**src/rtl/vsel_pkg.sv**
```systemverilog
package vsel_pkg;
  parameter int CODE_W = 6;

  typedef struct packed {
    logic              en;
    logic              pwm;
    logic [CODE_W-1:0] code;
  } vset_t;
endpackage

```
**src/rtl/vsel_target_mux.sv**
```systemverilog
module vsel_target_mux #(
  parameter int RESET_CODE = 0
) (
  input  logic           clk,
  input  logic           rst,
  input  logic           sel_i,
  input  vsel_pkg::vset_t set0_i,
  input  vsel_pkg::vset_t set1_i,
  output vsel_pkg::vset_t tgt_o
);
  import vsel_pkg::*;

  vset_t choice;
  vset_t tgt_q;

  always_comb begin
    choice = sel_i ? set1_i : set0_i;
  end

  always_ff @(posedge clk) begin
    if (rst) begin
      tgt_q.en   <= 1'b0;
      tgt_q.pwm  <= 1'b0;
      tgt_q.code <= CODE_W'(RESET_CODE);
    end else begin
      tgt_q <= choice;
    end
  end

  assign tgt_o = tgt_q;


  sel_follow_chk: assert property (@(posedge clk) disable iff (rst)
    1'b1 |=> (tgt_q == (($past(sel_i)) ? $past(set1_i) : $past(set0_i))));
endmodule

```
**src/rtl/vsel_step_timer.sv**
```systemverilog
module vsel_step_timer #(
  parameter int BASE_TICKS = 4,
  parameter int SLEW_W     = 3
) (
  input  logic              clk,
  input  logic              rst,
  input  logic              run_i,
  input  logic              tick_i,
  input  logic [SLEW_W-1:0] slew_i,
  output logic              fire_o
);
  localparam int MAX_IV = BASE_TICKS << ((1 << SLEW_W) - 1);
  localparam int CNT_W  = $clog2(MAX_IV + 1);

  logic [CNT_W-1:0] cnt_q;
  logic [CNT_W-1:0] last_cnt;

  assign last_cnt = CNT_W'((BASE_TICKS << slew_i) - 1);
  assign fire_o   = run_i && tick_i && (cnt_q >= last_cnt);

  always_ff @(posedge clk) begin
    if (rst || !run_i) begin
      cnt_q <= '0;
    end else if (tick_i) begin
      if (fire_o) cnt_q <= '0;
      else        cnt_q <= cnt_q + 1'b1;
    end
  end

  // an idle tick leaves the count unchanged
  tick_hold_chk: assert property (@(posedge clk) disable iff (rst)
    (run_i && !tick_i) |=> (cnt_q == $past(cnt_q) || !$past(run_i) || !run_i || cnt_q == '0));

  // a step restarts the count
  fire_clear_chk: assert property (@(posedge clk) disable iff (rst)
    fire_o |=> (cnt_q == '0));
endmodule

```
**src/rtl/vsel_ref_tracker.sv**
```systemverilog
module vsel_ref_tracker #(
  parameter int CODE_W     = 6,
  parameter int RESET_CODE = 0
) (
  input  logic              clk,
  input  logic              rst,
  input  logic [CODE_W-1:0] tgt_i,
  input  logic              fire_i,
  input  logic              at_sp_i,
  output logic              run_o,
  output logic [CODE_W-1:0] ref_o,
  output logic              inhibit_o,
  output logic              done_o
);
  logic [CODE_W-1:0] ref_q;
  logic              inh_q;
  logic              drop;

  assign drop  = tgt_i < ref_q;
  assign run_o = tgt_i > ref_q;

  always_ff @(posedge clk) begin
    if (rst) begin
      ref_q <= CODE_W'(RESET_CODE);
      inh_q <= 1'b0;
    end else if (drop) begin
      ref_q <= tgt_i;
      inh_q <= 1'b1;
    end else begin
      if (fire_i && run_o) ref_q <= ref_q + 1'b1;
      if (at_sp_i)         inh_q <= 1'b0;
    end
  end

  assign ref_o     = ref_q;
  assign inhibit_o = inh_q;
  assign done_o    = (ref_q == tgt_i);


  drop_jump_chk: assert property (@(posedge clk) disable iff (rst)
    (tgt_i < ref_q) |=> (ref_q == $past(tgt_i)));


  inhibit_set_chk: assert property (@(posedge clk) disable iff (rst)
    (tgt_i < ref_q) |=> inh_q);


  inhibit_hold_chk: assert property (@(posedge clk) disable iff (rst)
    (inh_q && !at_sp_i) |=> inh_q);


  no_overshoot_chk: assert property (@(posedge clk) disable iff (rst)
    (ref_q > $past(ref_q)) |-> (ref_q == $past(ref_q) + 1'b1 && ref_q <= $past(tgt_i)));
endmodule

```
**src/rtl/vref_slew_ctl.sv**
```systemverilog
module vref_slew_ctl #(
  parameter int BASE_TICKS = 4,
  parameter int SLEW_W     = 3,
  parameter int RESET_CODE = 0
) (
  input  logic              clk,
  input  logic              rst,
  input  logic              sel_i,
  input  logic [5:0]        s0_code_i,
  input  logic              s0_pwm_i,
  input  logic              s0_en_i,
  input  logic [5:0]        s1_code_i,
  input  logic              s1_pwm_i,
  input  logic              s1_en_i,
  input  logic [SLEW_W-1:0] slew_i,
  input  logic              tick_i,
  input  logic              at_setpoint_i,
  output logic [5:0]        ref_code_o,
  output logic              force_pwm_o,
  output logic              sw_en_o,
  output logic              sw_inhibit_o,
  output logic              ramp_done_o
);
  import vsel_pkg::*;

  vset_t set0, set1, tgt;
  logic  run, fire;

  assign set0 = '{en: s0_en_i, pwm: s0_pwm_i, code: s0_code_i};
  assign set1 = '{en: s1_en_i, pwm: s1_pwm_i, code: s1_code_i};

  vsel_target_mux #(.RESET_CODE(RESET_CODE)) u_mux (
    .clk(clk), .rst(rst), .sel_i(sel_i),
    .set0_i(set0), .set1_i(set1), .tgt_o(tgt)
  );

  vsel_step_timer #(.BASE_TICKS(BASE_TICKS), .SLEW_W(SLEW_W)) u_tmr (
    .clk(clk), .rst(rst), .run_i(run), .tick_i(tick_i),
    .slew_i(slew_i), .fire_o(fire)
  );

  vsel_ref_tracker #(.CODE_W(CODE_W), .RESET_CODE(RESET_CODE)) u_trk (
    .clk(clk), .rst(rst), .tgt_i(tgt.code), .fire_i(fire),
    .at_sp_i(at_setpoint_i), .run_o(run), .ref_o(ref_code_o),
    .inhibit_o(sw_inhibit_o), .done_o(ramp_done_o)
  );

  assign force_pwm_o = tgt.pwm;
  assign sw_en_o     = tgt.en;


  pwm_follow_chk: assert property (@(posedge clk) disable iff (rst)
    1'b1 |=> (force_pwm_o == ($past(sel_i) ? $past(s1_pwm_i) : $past(s0_pwm_i))));
endmodule

```
**config.mk**
```make
export PLATFORM = sky130hd
export DESIGN_NAME = vref_slew_ctl
export DESIGN_NICKNAME = d
export VERILOG_FILES = /design/src/rtl/vsel_pkg.sv /design/src/rtl/vsel_target_mux.sv /design/src/rtl/vsel_step_timer.sv /design/src/rtl/vsel_ref_tracker.sv /design/src/rtl/vref_slew_ctl.sv
export SDC_FILE = /design/constraint.sdc
export NUM_CORES = 1
export LEC_CHECK = 0
export BUFFER_PORTS_ARGS = -buffer_cell sky130_fd_sc_hd__buf_4
export CAP_MARGIN = 30
export CORE_MARGIN = 5
export CORE_UTILIZATION = 25
export CTS_CLUSTER_DIAMETER = 60
export DETAILED_ROUTE_END_ITERATION = 8
export PLACE_DENSITY = 0.54
export SYNTH_ARGS = -nofsm -noshare
export SYNTH_HDL_FRONTEND = slang
export SYNTH_SLANG_ARGS = --single-unit
```
**constraint.sdc**
```tcl
create_clock -name clk -period 2.1 [get_ports clk]
set_input_delay 0.21 -clock clk [delete_from_list [all_inputs] [get_ports clk]]
set_output_delay 0.21 -clock clk [all_outputs]
set_load 0.1 [all_outputs]
```
==> results.toml <==
[grt]
grt.overflow.total = 0
grt.total_usage_pct = 9.08
grt_max_degree = 16
grt_pass1_vias = 1267
grt_pass1_wl_um = 5460
antenna_found_initial = 0

[power]
power_density_nw_per_um2 = 635
leakagePower_nw = 0.877
ir_drop_mv = 0.227

[synth]
synth_top_flop_cell = "dfxtp_1"
syn_area_um2 = 1480
ys_seq_area_share_pct = 33.9
syn_area_per_cell_um2 = 8.95
synth_top_area_share_pct = 33.9
yosysWarnings = 0
synth_edf_count = 0
synth-async-reset-ratio_pct = 0
yosysTopAreaCell = "dfxtp_1"
synthCells = 165
yosysUniqueCellTypes = 41
synth_top_cells_by_area = "dfxtp_1 34%, ha_1 14%, mux2i_1 6.1%, nor2_1 4.6%, xor2_1 3.6%"
syn_nets = 205
synth-seq-cells = 25

[critical_path]
r2r_cells = 7
start_kind = "register"
r2r_slack_ps = 100
crit_path_end_kind = "register"
cp.arrival_ps = 2160
rr_endpoint = "u_trk.ref_o[0]"
critPathLaunch = "u_tmr.cnt_q[9]"
r2r_start = "u_tmr.cnt_q[9]"
worstSetupEndpoint = "u_trk.ref_o[0]"
cp_max_fo = 3
worstSetupPathType = "reg -> reg"
crit_required_ps = 2260

[finish]
area_growth_pct = 35.8
antenna_cells = 0
layout.nets = 246
drive_above_1_share_pct = 33.2
final_cell_area_um2 = 2010

[clocking]
cts_buffers = 3
root_buffer = "clkbuf_8"
clkTransAtPathRegs_ps = 90
clock_latency_ps = 270
cts-hold-fix-buffers = 0
cts_tree = "built"
clk_path_buf_depth = 2
htree_levels = 1
cts.sinks = 25

[floorplanning]
die-area_um2 = 7540
start_util_pct = 25.4
row_count = 28
core_area_um2 = 5820
die_w_um = 86.9
io_pins = 34
fp.dieH_um = 86.9

[sta]
fmax_mhz = 500
period_needed_ps = 2000
finalCritPeriodShare_pct = 95.2
drv_slew = 0
setup_viol = 0
whs_ps = 162
hold_violations = 0
fin_skew_ps = 7.85

[drt]
initialDrtViolationCount = 24
wl_met2_um = 1580
wl_per_cell_um = 11.6
first_pass_iters = 4
routed_wl_um = 3240
postRouteAntennaNets = 0
via_per_inst = 4.50
drt-met1-wl_um = 1430
met3_length_um = 208
vias = 1261
route.top_layer_used = "met4"
drc_errors = 0

[run]
maxCapViolCount = 0

[status]
status = "finished clean"

[placed_design]
place.gp.congestion = 0.777
post-dp-hpwl_um = 2650
placed_cell_area_um2 = 1930
io_buffers = 33

[min_path]
hp-class = "in -> reg"
## worst min path at each step
stage                                 to  depth (start not counted)          from
after floorplan           u_mux.tgt_o[0]                          2  s0_code_i[0]
after global placement    u_mux.tgt_o[0]                          3  s0_code_i[0]
after detailed placement  u_mux.tgt_o[0]                          3  s0_code_i[0]
after CTS                 u_mux.tgt_o[0]                          3  s0_code_i[0]
after global routing      u_mux.tgt_o[6]                          3      s0_pwm_i
final                     u_mux.tgt_o[0]                          3  s0_code_i[0]
## state kept, by name, summed over array words and instances, names as in the netlist
signal / cells
u_trk.inhibit_o: 1
u_mux.tgt_o: 8
u_tmr.cnt_q: 10
u_trk.ref_o: 6
## metal layers
metal,vias up,GRT usage (%)
met5,-,0
met4,0,2.12
met3,5,2.74
met2,30,16.1
met1,560,10.6
li1,666,-
## kinds of logic after synthesis
logic type      Yosys count  synth area share [%]
mux                       9                  6.10
fa+ha+maj                16                  13.6
compound gates           30                  14.5
other cells               1                 0.254
flops                    25                  33.9
xor+xnor                 10                  5.93
buf+inv                  16                  4.41
simple gates             58                  21.4
## placed cells by master (no fill, tap or decap), drive strengths merged
| cell | n |
|---|---|
| nor4 | 2 |
| and4bb | 1 |
| nor3b | 1 |
| nand2 | 8 |
| a221oi | 1 |
| a21o | 1 |
| and3 | 6 |
| o211ai | 3 |
| dfxtp | 25 |
| mux2i | 9 |
| inv | 13 |
| nor2 | 20 |
| o2111ai | 1 |
| and2 | 1 |
| buf | 40 |
| nand4 | 2 |
| o21ai | 9 |
| a21oi | 7 |
| a211oi | 1 |
| a21boi | 1 |
| xor2 | 6 |
| o2bb2ai | 1 |
| a211o | 1 |
| conb | 1 |
| ha | 16 |
| nor4b | 1 |
| o31ai | 1 |
| xnor2 | 4 |
| nand3 | 8 |
| nor3 | 8 |
| o21a | 1 |
| a311o | 2 |
| clkbuf | 3 |
## worst max-delay path, cell delays in order (launching register included)
cell	delay (ps)
dfxtp_1	330
ha_1	340
and3_4	220
nand2_1	110
nor3_4	250
o21ai_2	120
and4bb_1	200
a311o_1	320
## final cells by class
class	count	area, µm²
Clock buffer	3	41.3
Multi-Input combinational cell	124	991
Fill cell	641	3810
Clock inverter	1	6.26
Inverter	12	52.6
Timing Repair Buffer	40	300
Sequential cell	25	520
Tap cell	75	93.8
## metrics by stage
stage | setup WS, ps | setup TNS (ps) | utilization (%) | cells | total power [W]
detailed placement | 39.5 | 0 | 33.3 | 275 | 0.000992
global route | -2.55 | -2.55 | 34.5 | 280 | 0.00136
global placement | 71.6 | 0 | 33.3 | 275 | 0.000987
CTS | 59.3 | 0 | 34.1 | 279 | 0.00129
finish | 100 | 0 | 34.5 | 280 | 0.00127
floorplan | -231 | -1060 | - | 165 | 0.000858
## synthesized netlist by cell type, types with 3 or more instances
library cell  count
ha_1             16
nor3_1            7
dfxtp_1          25
inv_1            12
xor2_1            6
o21ai_1           5
nand2_1           8
a21oi_1           7
and3_1            5
nand3_1           8
o211ai_1          3
xnor2_1           4
mux2i_1           9
nor2_1           18
## where the power goes
group	switching (W)	internal [W]
registers	0.0000265	0.000502
clock network	0.000159	0.000135
logic	0.000290	0.000160
total	0.000475	0.000798
## timing repair
item	in CTS	in global routing
endpoints found under the setup margin	0	4
buffers inserted	0	1
resized for setup	0	2
No activity file was read; power rests on OpenSTA's default activity.
